===== src/rtl/moesi_pkg.sv =====
package moesi_pkg;

    typedef enum logic [2:0] {
        L_I = 3'd0,
        L_S = 3'd1,
        L_E = 3'd2,
        L_O = 3'd3,
        L_M = 3'd4
    } line_state_t;

    typedef enum logic [2:0] {
        B_NONE = 3'd0,
        B_RD   = 3'd1,
        B_RDX  = 3'd2,
        B_UPG  = 3'd3,
        B_WB   = 3'd4
    } bus_cmd_t;

    typedef enum logic [1:0] {
        C_IDLE = 2'd0,
        C_BUS  = 2'd1,
        C_DONE = 2'd2
    } ctl_state_t;

endpackage


===== src/rtl/moesi_line_store.sv =====
module moesi_line_store
    import moesi_pkg::*;
#(
    parameter int IDX_W  = 2,
    parameter int TAG_W  = 4,
    parameter int DATA_W = 8
) (
    input  logic              clk,
    input  logic              rst_n,
    input  logic              lc_en,
    input  logic [IDX_W-1:0]  lc_idx,
    input  line_state_t       lc_state,
    input  logic [TAG_W-1:0]  lc_tag,
    input  logic              lc_data_en,
    input  logic [DATA_W-1:0] lc_data,
    input  logic              sn_en,
    input  logic [IDX_W-1:0]  sn_idx,
    input  line_state_t       sn_state,
    input  logic [IDX_W-1:0]  rd_idx,
    output line_state_t       rd_state,
    output logic [TAG_W-1:0]  rd_tag,
    output logic [DATA_W-1:0] rd_data,
    input  logic [IDX_W-1:0]  sq_idx,
    output line_state_t       sq_state,
    output logic [TAG_W-1:0]  sq_tag,
    output logic [DATA_W-1:0] sq_data
);
    localparam int LINES = 1 << IDX_W;

    line_state_t [LINES-1:0]             st_all;
    logic        [LINES-1:0][TAG_W-1:0]  tag_all;
    logic        [LINES-1:0][DATA_W-1:0] dat_all;

    for (genvar g = 0; g < LINES; g++) begin : g_line
        line_state_t       st_r;
        logic [TAG_W-1:0]  tag_r;
        logic [DATA_W-1:0] dat_r;
        logic              lc_sel;
        logic              sn_sel;

        assign lc_sel = lc_en && (lc_idx == IDX_W'(g));
        assign sn_sel = sn_en && (sn_idx == IDX_W'(g));

        // local update wins; the controller never overlaps it with a snoop
        always_ff @(posedge clk or negedge rst_n) begin
            if (!rst_n) begin
                st_r  <= L_I;
                tag_r <= '0;
                dat_r <= '0;
            end else if (lc_sel) begin
                st_r  <= lc_state;
                tag_r <= lc_tag;
                if (lc_data_en) dat_r <= lc_data;
            end else if (sn_sel) begin
                st_r <= sn_state;
            end
        end

        assign st_all[g]  = st_r;
        assign tag_all[g] = tag_r;
        assign dat_all[g] = dat_r;
    end

    assign rd_state = st_all[rd_idx];
    assign rd_tag   = tag_all[rd_idx];
    assign rd_data  = dat_all[rd_idx];
    assign sq_state = st_all[sq_idx];
    assign sq_tag   = tag_all[sq_idx];
    assign sq_data  = dat_all[sq_idx];

endmodule


===== src/rtl/moesi_snoop_resp.sv =====
module moesi_snoop_resp
    import moesi_pkg::*;
(
    input  logic        valid,
    input  bus_cmd_t    cmd,
    input  logic        hit,
    input  line_state_t cur,
    output logic        upd,
    output line_state_t nxt,
    output logic        shared,
    output logic        supply
);
    logic dirty;
    assign dirty = (cur == L_M) || (cur == L_O);

    always_comb begin
        upd    = 1'b0;
        nxt    = cur;
        shared = 1'b0;
        supply = 1'b0;
        if (valid && hit) begin
            unique case (cmd)
                B_RD: begin
                    shared = 1'b1;
                    supply = dirty;
                    if (cur == L_M) begin
                        upd = 1'b1;
                        nxt = L_O;
                    end else if (cur == L_E) begin
                        upd = 1'b1;
                        nxt = L_S;
                    end
                end
                B_RDX: begin
                    shared = 1'b1;
                    supply = dirty;
                    upd    = 1'b1;
                    nxt    = L_I;
                end
                B_UPG: begin
                    shared = 1'b1;
                    upd    = 1'b1;
                    nxt    = L_I;
                end
                default: ;
            endcase
        end
    end

endmodule


===== src/rtl/moesi_line_ctrl.sv =====
module moesi_line_ctrl
    import moesi_pkg::*;
#(
    parameter int ADDR_W = 6,
    parameter int DATA_W = 8,
    parameter int IDX_W  = 2
) (
    input  logic              clk,
    input  logic              rst_n,
    input  logic              cpu_req,
    input  logic              cpu_we,
    input  logic [ADDR_W-1:0] cpu_addr,
    input  logic [DATA_W-1:0] cpu_wdata,
    output logic              cpu_done,
    output logic [DATA_W-1:0] cpu_rdata,
    output logic              bus_req,
    input  logic              bus_gnt,
    output logic [2:0]        bus_cmd,
    output logic [ADDR_W-1:0] bus_addr,
    output logic [DATA_W-1:0] bus_wdata,
    input  logic              bus_shared_in,
    input  logic [DATA_W-1:0] bus_rdata_in,
    input  logic              snp_valid,
    input  logic [2:0]        snp_cmd,
    input  logic [ADDR_W-1:0] snp_addr,
    output logic              snp_shared,
    output logic              snp_supply,
    output logic [DATA_W-1:0] snp_data
);
    localparam int TAG_W = ADDR_W - IDX_W;

    ctl_state_t        cur_c, nxt_c;
    logic [IDX_W-1:0]  idx, s_idx;
    logic [TAG_W-1:0]  tag, s_tag;
    line_state_t       ln_state, sq_state, sn_state;
    logic [TAG_W-1:0]  ln_tag, sq_tag;
    logic [DATA_W-1:0] ln_data, sq_data;
    logic              tag_hit, ln_dirty, clash, sn_hit, sn_upd;
    bus_cmd_t          need;

    logic              lc_en, lc_data_en;
    line_state_t       lc_state;
    logic [TAG_W-1:0]  lc_tag;
    logic [DATA_W-1:0] lc_data;

    assign idx   = cpu_addr[IDX_W-1:0];
    assign tag   = cpu_addr[ADDR_W-1:IDX_W];
    assign s_idx = snp_addr[IDX_W-1:0];
    assign s_tag = snp_addr[ADDR_W-1:IDX_W];

    moesi_line_store #(.IDX_W(IDX_W), .TAG_W(TAG_W), .DATA_W(DATA_W)) u_store (
        .clk        (clk),
        .rst_n      (rst_n),
        .lc_en      (lc_en),
        .lc_idx     (idx),
        .lc_state   (lc_state),
        .lc_tag     (lc_tag),
        .lc_data_en (lc_data_en),
        .lc_data    (lc_data),
        .sn_en      (sn_upd),
        .sn_idx     (s_idx),
        .sn_state   (sn_state),
        .rd_idx     (idx),
        .rd_state   (ln_state),
        .rd_tag     (ln_tag),
        .rd_data    (ln_data),
        .sq_idx     (s_idx),
        .sq_state   (sq_state),
        .sq_tag     (sq_tag),
        .sq_data    (sq_data)
    );

    assign sn_hit = (sq_state != L_I) && (sq_tag == s_tag);

    moesi_snoop_resp u_snoop (
        .valid  (snp_valid),
        .cmd    (bus_cmd_t'(snp_cmd)),
        .hit    (sn_hit),
        .cur    (sq_state),
        .upd    (sn_upd),
        .nxt    (sn_state),
        .shared (snp_shared),
        .supply (snp_supply)
    );
    assign snp_data = sq_data;

    // command the pending access still needs, re-evaluated every cycle
    assign tag_hit  = (ln_state != L_I) && (ln_tag == tag);
    assign ln_dirty = (ln_state == L_M) || (ln_state == L_O);
    assign clash    = snp_valid && (s_idx == idx);

    always_comb begin
        if (!tag_hit && ln_dirty)                            need = B_WB;
        else if (!tag_hit)                                   need = cpu_we ? B_RDX : B_RD;
        else if (cpu_we && (ln_state == L_S || ln_state == L_O)) need = B_UPG;
        else                                                 need = B_NONE;
    end

    always_ff @(posedge clk or negedge rst_n) begin
        if (!rst_n) cur_c <= C_IDLE;
        else        cur_c <= nxt_c;
    end

    always_comb begin
        nxt_c      = cur_c;
        cpu_done   = 1'b0;
        bus_req    = 1'b0;
        bus_cmd    = B_NONE;
        bus_addr   = cpu_addr;
        bus_wdata  = ln_data;
        lc_en      = 1'b0;
        lc_state   = ln_state;
        lc_tag     = tag;
        lc_data_en = 1'b0;
        lc_data    = cpu_wdata;
        unique case (cur_c)
            C_IDLE: begin
                if (cpu_req) begin
                    if (need != B_NONE) begin
                        nxt_c = C_BUS;
                    end else if (!clash) begin
                        nxt_c = C_DONE;
                        if (cpu_we) begin
                            lc_en      = 1'b1;
                            lc_state   = L_M;
                            lc_data_en = 1'b1;
                        end
                    end
                end
            end
            C_BUS: begin
                bus_req = 1'b1;
                bus_cmd = need;
                if (need == B_WB) bus_addr = {ln_tag, idx};
                if (need == B_NONE) begin
                    nxt_c = C_DONE;
                end else if (bus_gnt) begin
                    lc_en = 1'b1;
                    unique case (need)
                        B_WB: begin
                            lc_state = L_I;
                            lc_tag   = ln_tag;
                        end
                        B_RD: begin
                            lc_state   = bus_shared_in ? L_S : L_E;
                            lc_data_en = 1'b1;
                            lc_data    = bus_rdata_in;
                            nxt_c      = C_DONE;
                        end
                        default: begin
                            lc_state   = L_M;
                            lc_data_en = 1'b1;
                            nxt_c      = C_DONE;
                        end
                    endcase
                end
            end
            C_DONE: begin
                cpu_done = 1'b1;
                nxt_c    = C_IDLE;
            end
            default: nxt_c = C_IDLE;
        endcase
    end

    assign cpu_rdata = ln_data;

endmodule


===== config.mk =====
export PLATFORM = sky130hd
export DESIGN_NAME = moesi_line_ctrl
export DESIGN_NICKNAME = d
export VERILOG_FILES = /design/src/rtl/moesi_pkg.sv /design/src/rtl/moesi_line_store.sv /design/src/rtl/moesi_snoop_resp.sv /design/src/rtl/moesi_line_ctrl.sv
export SDC_FILE = /design/constraint.sdc
export NUM_CORES = 1
export LEC_CHECK = 0
export ABC_AREA = 1
export BUFFER_PORTS_ARGS = -buffer_cell sky130_fd_sc_hd__buf_2
export CAP_MARGIN = 20
export CORE_UTILIZATION = 50
export DETAILED_ROUTE_END_ITERATION = 10
export PLACE_DENSITY = 0.72
export SLEW_MARGIN = 20
export SYNTH_ARGS = -nofsm -noshare
export SYNTH_HDL_FRONTEND = slang
export SYNTH_SLANG_ARGS = --single-unit

===== constraint.sdc =====
create_clock -name clk -period 1.73 [get_ports clk]
set_input_delay 0.173 -clock clk [delete_from_list [all_inputs] [get_ports clk]]
set_output_delay 0.173 -clock clk [all_outputs]
set_load 0.02 [all_outputs]

==> impl_metrics.json <==
{
  "cpMostUsedCell": "nand2_1",
  "crit_slowest_cell": "dfrtp_1",
  "synth_ff_type": "dfrtp_1",
  "synthArstFlopShare": 1.000,
  "drt-total-wl_mm": 17.82,
  "core_area_mm2": 0.008721,
  "cap_violations": 0,
  "clockRootBuffer": "clkbuf_8",
  "netlist_instances": 678,
  "highest_layer": "met4",
  "ir_worst_vdd_v": 0.0009139,
  "tightest_slew_ps": 445.3,
  "fp-row-count": 34,
  "dieHeight_um": 97.13,
  "slowest_delay_ps": 450,
  "drc_errors": 0,
  "area_growth_pct": 54.67,
  "start_util": 0.5188,
  "synth_common_cells": "nand2_1 (311), inv_1 (66), dfrtp_1 (62), nand3_1 (57), nor2_1 (31)",
  "synth_nets": 716,
  "crit_fanout": 3,
  "p_leak_nw": 3.822,
  "hpwl_mm": 10.47,
  "fillerInstances": 543,
  "drt-met1-wl_mm": 6.426,
  "worstSkewPairLatency_ps": 350,
  "multiInputGateArea_mm2": 0.003172,
  "die_w_um": 97.13,
  "synthTopCellsByArea": "dfrtp_1 (34%), nand2_1 (26%), nand3_1 (6.3%)",
  "synth_top_area_cell": "dfrtp_1",
  "finalNetCount": 912,
  "synth_seq_area_share": 0.3429,
  "place_congestion": 0.9121,
  "io_buffers": 74,
  "final-hold-violation-count": 0,
  "critPathLaunchType": "flip-flop",
  "tritoncts": "yes",
  "status": "complete, but fails checks",
  "drive_gt1_frac": 0.4460,
  "synth_top_area_share": 0.3429,
  "grt-ovfl-total": 0,
  "cts_buffer_depth": 2,
  "dpl_cell_area_mm2": 0.005614,
  "routed_via_density": 5.892,
  "ys_warn_count": 0,
  "antenna_found_initial": 0,
  "yosysMostFrequentCell": "nand2_1",
  "regArea_mm2": 0.001551,
  "final_util": 0.8024,
  "drt_first_pass_iters": 6,
  "post-route-worst-setup-slack_ps": -597.0,
  "wl_met3_mm": 1.468,
  "synth_cell_types": 36,
  "grt_pass1_vias": 5336,
  "grtUsageTotal": 0.3268,
  "design.die.area_mm2": 0.009433,
  "wl_met2_mm": 8.811,
  "clkTransAtPathRegs_ps": 80,
  "crit_arrival_ps": 2150,
  "worstPathCellList": "nand2_1 -> nand2_1 -> nand2_1 -> nand2_1 -> nand2_1 -> nand2_2 -> nand2_2 -> nor2_4 -> buf_6 -> nand3_4 -> buf_6 -> nand2_2 -> nor2_1 -> buf_4",
  "powerDensity_mw_per_mm2": 1429,
  "antenna_cells": 0,
  "end_kind": "primary output",
  "grt_max_degree": 63,
  "grt_pass1_wl_mm": 24.83,
  "ant_nets": 0,
  "hp-class": "in2reg",
  "clock-sinks": 62,
  "setup_viol": 73,
  "pre_cts_slack_ps": -409.5,
  "synth.avg_cell_area_um2": 6.673,
  "final_max_slew_viol_count": 0,
  "post_drt_wl_per_cell_um": 18.05,
  "post-route-period-util": 1.345,
  "required_ps": 1560,
  "io_pins": 75,
  "crit_family": "simple AND/OR/NAND/NOR gates",
  "via_count": 5815,
  "slew_headroom": 0.7000,
  "htree_levels": 3,
  "synth_edf_count": 0,
  "ys_ff_latch": 62,
  "path_buf_inv": 3,
  "rsz0062_at_grt": "true",
  "fin_skew_ps": 11.64,
  "cts_buffers": 9,
  "violations": "setup timing",
  "syn_area_mm2": 0.004524,
  "fin_crit_ps": 2327,
  "drt_first_iter_violations": 552,
  "critPathKind": "reg2out",
  "design_area_mm2": 0.006998,
  "fmax_ghz": 0.4297
}
[repair_timing]
action                                  4_1_cts  5_1_grt
cloned                                        3        1
pin swaps                                    37       67
endpoints found under the hold margin        62        0
buffers inserted                             37       14
hold buffers                                  1        0
gates resized for setup                      96      104
endpoints found under the setup margin       71       73
[report_power, final]
part | switching (mW) | internal (mW)
sequential | 0.592 | 2.13
combinational | 3.51 | 2.57
clock | 0.636 | 0.565
[cell families (layout without fill, tap and decap cells)]
kind of cell              count (synthesis)  in the layout  share of synthesized area
and+or+nand+nor                         445            448                     0.4364
buffers and inverters                   102            300                     0.1067
AOI/OAI and AO/OA                        68             68                     0.1120
DFF                                      62             62                     0.3429
xor gates and xnor gates                  1              1                   0.001936
[area by class of cell]
class                      count  area share
multi-input combinational    517      0.4532
timing repair buffer         204      0.2314
sequential                    62      0.2217
inverter                      80     0.04917
clock buffer                  12     0.02074
tap                          108     0.01931
clock inverter                 4    0.004470
[placed cells by master, fill, tap and decap left out, types with 2 or more instances in the layout]
| master | instances |
|---|---|
| nand2_1 | 264 |
| buf_4 | 92 |
| buf_2 | 65 |
| dfrtp_1 | 62 |
| inv_1 | 60 |
| nand2_2 | 45 |
| buf_6 | 38 |
| nand3_1 | 34 |
| nand3_2 | 22 |
| nand2_4 | 22 |
| nor2_1 | 20 |
| a22oi_1 | 16 |
| nor2_4 | 12 |
| o21ai_4 | 12 |
| o221ai_1 | 11 |
| clkbuf_8 | 10 |
| inv_2 | 9 |
| nor2_2 | 8 |
| o21ai_2 | 8 |
| nand2_8 | 7 |
| a21oi_2 | 7 |
| buf_12 | 7 |
| inv_4 | 6 |
| nand3_4 | 6 |
| clkinvlp_4 | 4 |
| nand4_1 | 4 |
| o221ai_2 | 3 |
| o21ai_0 | 3 |
| inv_6 | 2 |
| a21oi_4 | 2 |
| o21ai_1 | 2 |
| clkbuf_1 | 2 |
[routing by layer]
metal / global-route usage / vias up
met1: 0.3816 / 2752
met2: 0.5731 / 403
met5: 0.01648 / -
met3: 0.05252 / 114
met4: 0.1711 / 0
li1: - / 2546
[through the flow]
stage,std cells,power [mW],setup TNS [ps],hold slack (ps)
after global placement,918,6.881,-17110,212.8
after detailed placement,918,7.004,-22340,215.3
final,987,9.999,-34900,168.0
after global routing,987,10.49,-41310,171.6
after CTS,974,8.997,-26650,170.1
after floorplan,678,5.460,-3666,-122.6
[final timing paths]
path                                                          end  slack [ps]  cells after the start                              startpoint
max in group asynchronous   u_store.g_line[0].st_r[2]$_DFFE_PN0P_        1070                      3                                   rst_n
setup reg to reg            u_store.g_line[1].st_r[1]$_DFFE_PN0P_        -570                     16  u_store.g_line[2].tag_r[0]$_DFFE_PN0P_
hold / removal             u_store.g_line[2].dat_r[3]$_DFFE_PN0P_         170                      5                            cpu_wdata[3]
setup / recovery                                       bus_cmd[0]        -600                     14  u_store.g_line[2].tag_r[0]$_DFFE_PN0P_
min in group asynchronous                    cur_c[0]$_DFFE_PN0P_         330                      3                                   rst_n
hold reg to reg            u_store.g_line[3].dat_r[1]$_DFFE_PN0P_         480                      2  u_store.g_line[3].dat_r[1]$_DFFE_PN0P_
[registers in the layout, indices dropped and copies added (netlist names)]
name / cells
cur_c: 2
u_store.g_line.dat_r: 32
u_store.g_line.st_r: 12
u_store.g_line.tag_r: 16
[tightest hold or removal path, delay by kind of cell]
kind	cells	cell delay (ps)
simple gates	3	150
buf+inv	1	100
compound gates	1	60
Note: power is estimated with default switching activity, not from simulation.
